**src/rtl/acgt_pkg.sv**
```systemverilog
package acgt_pkg;
  typedef enum logic [1:0] {
    DEC_HOLD = 2'd0,
    DEC_UP   = 2'd1,
    DEC_DOWN = 2'd2
  } gain_dec_e;
endpackage

```
**src/rtl/acgt_sign_corr.sv**
```systemverilog
module acgt_sign_corr (
  input  logic clk_i,
  input  logic rst_ni,
  input  logic en_i,
  input  logic strobe_i,
  input  logic sign_i,
  output logic corr_vld_o,
  output logic corr_flip_o
);
  logic primed_q, prev_q;

  always_ff @(posedge clk_i or negedge rst_ni) begin
    if (!rst_ni) begin
      primed_q <= 1'b0;
      prev_q   <= 1'b0;
    end else if (!en_i) begin
      primed_q <= 1'b0;            // re-prime after a pause
    end else if (strobe_i) begin
      prev_q   <= sign_i;
      primed_q <= 1'b1;
    end
  end

  assign corr_vld_o  = en_i & strobe_i & primed_q;
  assign corr_flip_o = sign_i ^ prev_q;
endmodule

```
**src/rtl/acgt_win_accum.sv**
```systemverilog
module acgt_win_accum #(
  parameter int WIN_LEN = 40,
  parameter int CNT_W   = $clog2(WIN_LEN + 1) + 1,
  parameter int IDX_W   = (WIN_LEN > 1) ? $clog2(WIN_LEN) : 1
) (
  input  logic                    clk_i,
  input  logic                    rst_ni,
  input  logic                    vld_i,
  input  logic                    flip_i,
  output logic                    done_o,
  output logic signed [CNT_W-1:0] total_o
);
  localparam logic [IDX_W-1:0] LAST_IDX = IDX_W'(WIN_LEN - 1);

  logic signed [CNT_W-1:0] acc_q;
  logic        [IDX_W-1:0] idx_q;
  logic signed [CNT_W-1:0] delta;

  assign delta   = flip_i ? -CNT_W'(1) : CNT_W'(1);
  assign total_o = acc_q + delta;
  assign done_o  = vld_i && (idx_q == LAST_IDX);

  always_ff @(posedge clk_i or negedge rst_ni) begin
    if (!rst_ni) begin
      acc_q <= '0;
      idx_q <= '0;
    end else if (vld_i) begin
      if (idx_q == LAST_IDX) begin
        acc_q <= '0;
        idx_q <= '0;
      end else begin
        acc_q <= total_o;
        idx_q <= idx_q + IDX_W'(1);
      end
    end
  end
endmodule

```
**src/rtl/acgt_gain_step.sv**
```systemverilog
module acgt_gain_step
  import acgt_pkg::*;
#(
  parameter int GAIN_W    = 10,
  parameter int CNT_W     = 7,
  parameter int GAIN_INIT = 256
) (
  input  logic                    clk_i,
  input  logic                    rst_ni,
  input  logic                    done_i,
  input  logic signed [CNT_W-1:0] total_i,
  input  logic        [CNT_W-1:0] thresh_i,
  input  logic       [GAIN_W-1:0] step_i,
  input  logic       [GAIN_W-1:0] gain_min_i,
  input  logic       [GAIN_W-1:0] gain_max_i,
  output logic       [GAIN_W-1:0] gain_o
);
  logic [GAIN_W-1:0]     gain_q, gain_up, gain_dn;
  logic [GAIN_W:0]       up_sum, dn_floor;
  logic signed [CNT_W:0] tot_x, thr_x;
  gain_dec_e             dec;

  assign tot_x = {total_i[CNT_W-1], total_i};
  assign thr_x = $signed({1'b0, thresh_i});

  always_comb begin
    if (tot_x >= thr_x)       dec = DEC_UP;
    else if (tot_x <= -thr_x) dec = DEC_DOWN;
    else                      dec = DEC_HOLD;
  end

  assign up_sum   = {1'b0, gain_q} + {1'b0, step_i};
  assign dn_floor = {1'b0, gain_min_i} + {1'b0, step_i};
  assign gain_up  = (up_sum > {1'b0, gain_max_i}) ? gain_max_i : up_sum[GAIN_W-1:0];
  assign gain_dn  = ({1'b0, gain_q} < dn_floor) ? gain_min_i : gain_q - step_i;

  always_ff @(posedge clk_i or negedge rst_ni) begin
    if (!rst_ni) begin
      gain_q <= GAIN_W'(GAIN_INIT);
    end else if (done_i) begin
      case (dec)
        DEC_UP:   gain_q <= gain_up;
        DEC_DOWN: gain_q <= gain_dn;
        default:  gain_q <= gain_q;
      endcase
    end
  end

  assign gain_o = gain_q;
endmodule

```
**src/rtl/acorr_gain_tracker.sv**
```systemverilog
module acorr_gain_tracker #(
  parameter int GAIN_W    = 10,
  parameter int WIN_LEN   = 40,
  parameter int GAIN_INIT = 256,
  localparam int CNT_W    = $clog2(WIN_LEN + 1) + 1
) (
  input  logic              clk_i,
  input  logic              rst_ni,
  input  logic              en_i,
  input  logic              strobe_i,
  input  logic              err_sign_i,
  input  logic [CNT_W-1:0]  thresh_i,
  input  logic [GAIN_W-1:0] step_i,
  input  logic [GAIN_W-1:0] gain_min_i,
  input  logic [GAIN_W-1:0] gain_max_i,
  output logic [GAIN_W-1:0] gain_o
);
  logic                    corr_vld, corr_flip, win_done;
  logic signed [CNT_W-1:0] win_total;

  acgt_sign_corr u_corr (
    .clk_i       (clk_i),
    .rst_ni      (rst_ni),
    .en_i        (en_i),
    .strobe_i    (strobe_i),
    .sign_i      (err_sign_i),
    .corr_vld_o  (corr_vld),
    .corr_flip_o (corr_flip)
  );

  acgt_win_accum #(.WIN_LEN(WIN_LEN), .CNT_W(CNT_W)) u_win (
    .clk_i   (clk_i),
    .rst_ni  (rst_ni),
    .vld_i   (corr_vld),
    .flip_i  (corr_flip),
    .done_o  (win_done),
    .total_o (win_total)
  );

  acgt_gain_step #(.GAIN_W(GAIN_W), .CNT_W(CNT_W), .GAIN_INIT(GAIN_INIT)) u_gain (
    .clk_i      (clk_i),
    .rst_ni     (rst_ni),
    .done_i     (win_done),
    .total_i    (win_total),
    .thresh_i   (thresh_i),
    .step_i     (step_i),
    .gain_min_i (gain_min_i),
    .gain_max_i (gain_max_i),
    .gain_o     (gain_o)
  );
endmodule

```
**config.mk**
```make
export PLATFORM = sky130hd
export DESIGN_NAME = acorr_gain_tracker
export DESIGN_NICKNAME = d
export VERILOG_FILES = /design/src/rtl/acgt_pkg.sv /design/src/rtl/acgt_sign_corr.sv /design/src/rtl/acgt_win_accum.sv /design/src/rtl/acgt_gain_step.sv /design/src/rtl/acorr_gain_tracker.sv
export SDC_FILE = /design/constraint.sdc
export NUM_CORES = 1
export LEC_CHECK = 0
export BUFFER_PORTS_ARGS = -buffer_cell sky130_fd_sc_hd__buf_2
export CAP_MARGIN = 20
export CORE_MARGIN = 2
export CORE_UTILIZATION = 63
export DETAILED_ROUTE_END_ITERATION = 8
export PLACE_DENSITY_LB_ADDON = 0.2
export SKIP_CTS_REPAIR_TIMING = 1
export SLEW_MARGIN = 10
export SYNTH_ARGS = -nofsm -noshare
export SYNTH_HDL_FRONTEND = slang
export SYNTH_HIERARCHICAL = 1
export SYNTH_SLANG_ARGS = --single-unit
```
**constraint.sdc**
```tcl
create_clock -name clk_i -period 10.6 [get_ports clk_i]
set_clock_uncertainty 0.2 [all_clocks]
set_input_delay 2.12 -clock clk_i [delete_from_list [all_inputs] [get_ports clk_i]]
set_output_delay 2.12 -clock clk_i [all_outputs]
set_load 0.01 [all_outputs]
```
==> summary.md <==
| Metric | Value |
|---|---|
| First-pass GRT wire length | `14500 um` |
| Worst vdd ir | `0.163 mV` |
| Root Buffer | `clkbuf_8` |
| Post-synth top flop | `dfrtp_1` |
| GPL Wtd Cong | `0.867` |
| Final hold vios | `0` |
| Syn Inst Count | `451` |
| Largest family of logic cells by synthesized area | `adder cells` |
| CTS Sinks | `25` |
| Die width | `81.4 um` |
| Xor and xnor fraction of the mapped netlist area | `8.13%` |
| Synth cell types | `69` |
| YS warnings | `6` |
| Post-Syn Area | `3770 sq um` |
| DIE HEIGHT | `81.4 um` |
| CTS Buffer Depth | `2` |
| Status | `finished, final reports clean` |
| # DRC | `0` |
| Fin. max-slew vios | `0` |
| Crit path capture type | `flip-flop` |
| CP Capture Point | `u_gain/gain_o[6]` |
| Syn_nets | `565` |
| Synth top area share | `22.6%` |
| Worst-margin pin slew | `0.771 ns` |
| Slew margin rel. | `48.2%` |
| Core area | `5850 sq um` |
| Crit-path slowest cell | `xor2_1` |
| Crit path time final | `6.22 ns` |
| RSZ-0062 raised after global routing | `false` |
| Synth Area in Compound Gates | `21.4%` |
| Peak Freq | `0.161 GHz` |
| DR iter-0 viols | `135` |
| Crit-path cells | `buf_2 > xor2_1 > ha_1 > a211oi_1 > o21bai_1 > a21oi_1 > xor2_1 > inv_1 > ha_1 > a21o_1 > a211oi_1 > nand3_1 > a211oi_1 > nand2_2 > o21ai_1 > a32oi_1` |
| Io pins | `52` |
| Initial antenna violation count | `0` |
| Syn Area/Cell | `8.36 sq um` |
| Post-synthesis sequential area ratio | `16.6%` |
| Crit-path most repeated cell | `a211oi_1` |
| Final Cycle Share | `58.7%` |
| Hold_ws | `0.290 ns` |
| Number of enable flip-flop cells after synthesis | `0` |
| Most frequent cells in the layout | `68 x ha_1, 56 x inv_1, 51 x buf_2, 31 x a21oi_1, 28 x nor2_1` |
| Die area | `6620 sq um` |
| Clock Latency Late Sink | `0.27 ns` |
| Worst Hold Class | `flip-flop to flip-flop` |
| Post-synthesis mux area share | `4.51%` |
| GRT Total Usage | `27.6%` |
| Total gr overflow | `0` |
| Total negative slack | `0 ns` |
| Top layer in use | `met4` |
| CTS clock-pin slew for the worst setup and hold paths | `0.09 ns` |
| Initial core utilization | `64.4%` |
| Met2 WL | `4560 um` |
| Asr flop ratio synth | `100%` |
| Synth area leader | `ha_1` |
| Layout Nets | `611` |
| 1st-pass router iterations | `4` |
| Diode count | `0` |
| PortBufs | `51` |
| Crit Path Category | `input port to flip-flop` |
| Worst Reg2Reg Path Length in Cells | `15` |
| Met1 Routed Length | `3690 um` |
| CP max stage delay | `0.57 ns` |
| Layout cell share with drive strength beyond 1 | `15.3%` |
| Max-cap check violation count | `0` |
| Worst Path Arrival | `6.13 ns` |
| CP max FO | `10` |
| Final ANT Viol Nets | `0` |
| Post-DR vias/cell | `5.94` |
| R2r endpoint | `u_gain/gain_o[6]` |
| Vias in the first global route | `3290` |
| TritonCTS buffer count | `3` |
| RR Startpoint | `u_corr/prev_q` |
| Commonest non-fill, non-tap cell in the layout | `ha_1` |
| DP Wirelength | `7290 um` |
| Via Count | `3389` |
| Leakage | `2.05 nW` |
| Critical Path Start Type | `input port` |
| Routed length on met3 | `315 um` |
| PwrDens | `146 nW/um^2` |
| Htree depth | `1` |
| Crit path launch | `err_sign_i` |
| Synth Register Bits | `25` |
| CTS tree | `done` |
| Post-synthesis simple-gate area fraction | `17.5%` |
| Routed len/inst | `15.1 um` |
| Top area cells in the synthesized netlist | `ha_1 23%, dfrtp_1 16%, inv_1 5.6%, xnor2_1 5.1%, a21oi_1 4.1%` |
| Final wirelength | `8650 um` |
| WP data required | `10.50 ns` |
| # rows | `28` |
| Largest net degree at the start of global routing | `26` |
| Area grow syn2layout | `8.93%` |
| Fraction of the mapped netlist area in adder cells | `24.7%` |
| Fillers | `479` |
| R2r setup slk | `5.91 ns` |
| Setup violators final | `0` |
==> synthesized netlist by cell type, types with 3 or more instances <==
library cell,count
ha_1,68
inv_1,56
a21oi_1,31
nor2_1,28
nand2_1,27
dfrtp_1,24
xnor2_1,22
nand3_1,19
mux2i_1,14
o21ai_0,14
xor2_1,13
nor3_1,9
o221ai_1,9
a21o_1,8
nand2b_1,7
nand4_1,6
nor2b_1,6
o21bai_1,6
o211ai_1,5
o2bb2ai_1,5
or3_1,5
buf_2,4
fa_1,4
a211oi_1,3
o2111ai_1,3
o21a_1,3
==> flip-flops by register name (all words and copies together), names as in the netlist <==
| signal | count |
|---|---|
| u_corr/prev_q | 1 |
| u_corr/primed_q | 1 |
| u_win/idx_q | 6 |
| u_win/acc_q | 7 |
| u_gain/gain_o | 10 |
==> final cells by class <==
| cell class | count | area [sq um] | share of cell area, % |
|---|---|---|---|
| clock buffers | 3 | 41.3 | 1.01 |
| clock inverters | 1 | 5.00 | 0.122 |
| inverters | 56 | 210 | 5.12 |
| multi-input cells | 360 | 2870 | 70.0 |
| flip-flops and latches | 25 | 627 | 15.3 |
| well taps | 75 | 93.8 | 2.29 |
| repair buffers | 51 | 255 | 6.22 |
==> metrics by stage <==
stage	area, sq um	power [mW]	worst slack (ns)	std cells	utilization, %
after global routing	4110	0.659	4.10	571	70.2
final	4110	0.598	4.38	571	70.2
after floorplan	3770	0.445	4.87	451	-
after CTS	4110	0.596	4.51	571	70.2
after global placement	4060	0.520	4.42	567	69.4
after detailed placement	4060	0.536	4.24	567	69.4
==> logic make-up (layout without fill, tap and decap cells) <==
| group | count (synthesis) | after routing |
|---|---|---|
| buffers and inverters | 66 | 111 |
| flip-flops | 25 | 25 |
| adder cells (fa/ha/maj) | 72 | 72 |
| AO/OA/AOI/OAI | 112 | 112 |
| XOR/XNOR | 35 | 35 |
| AND/OR/NAND/NOR | 125 | 125 |
| multiplexers | 16 | 16 |
==> worst min-delay path by stage <==
stage | slack (ns) | from | cells past startpoint | end
detailed placement | 0.28 | u_corr/primed_q | 1 | u_corr/primed_q
CTS | 0.30 | u_corr/primed_q | 1 | u_corr/primed_q
global placement | 0.25 | u_corr/primed_q | 1 | u_corr/primed_q
floorplan | 0.24 | u_corr/primed_q | 1 | u_corr/primed_q
finish | 0.29 | u_corr/primed_q | 1 | u_corr/primed_q
global route | 0.31 | u_win/acc_q[3] | 1 | u_win/acc_q[3]
==> layer usage <==
layer	up-vias	GRT usage (%)
li1	1714	-
met1	1591	34.3
met2	76	52.1
met3	8	1.56
met4	0	5.59
met5	-	0
==> critical path: cells and delay by family <==
family | cells | cell delay [ns]
simple gates | 2 | 0.45
fa+ha+maj | 2 | 0.67
compound gates | 8 | 1.93
buf+inv | 2 | 0.20
xor+xnor | 2 | 0.76
==> where the power goes <==
group	internal [mW]	switching [mW]	leakage, nW
Combinational	0.175	0.237	1.71
Clock	0.0263	0.0302	0.0255
Sequential	0.113	0.0157	0.312
No activity file was read; power rests on OpenSTA's default activity.
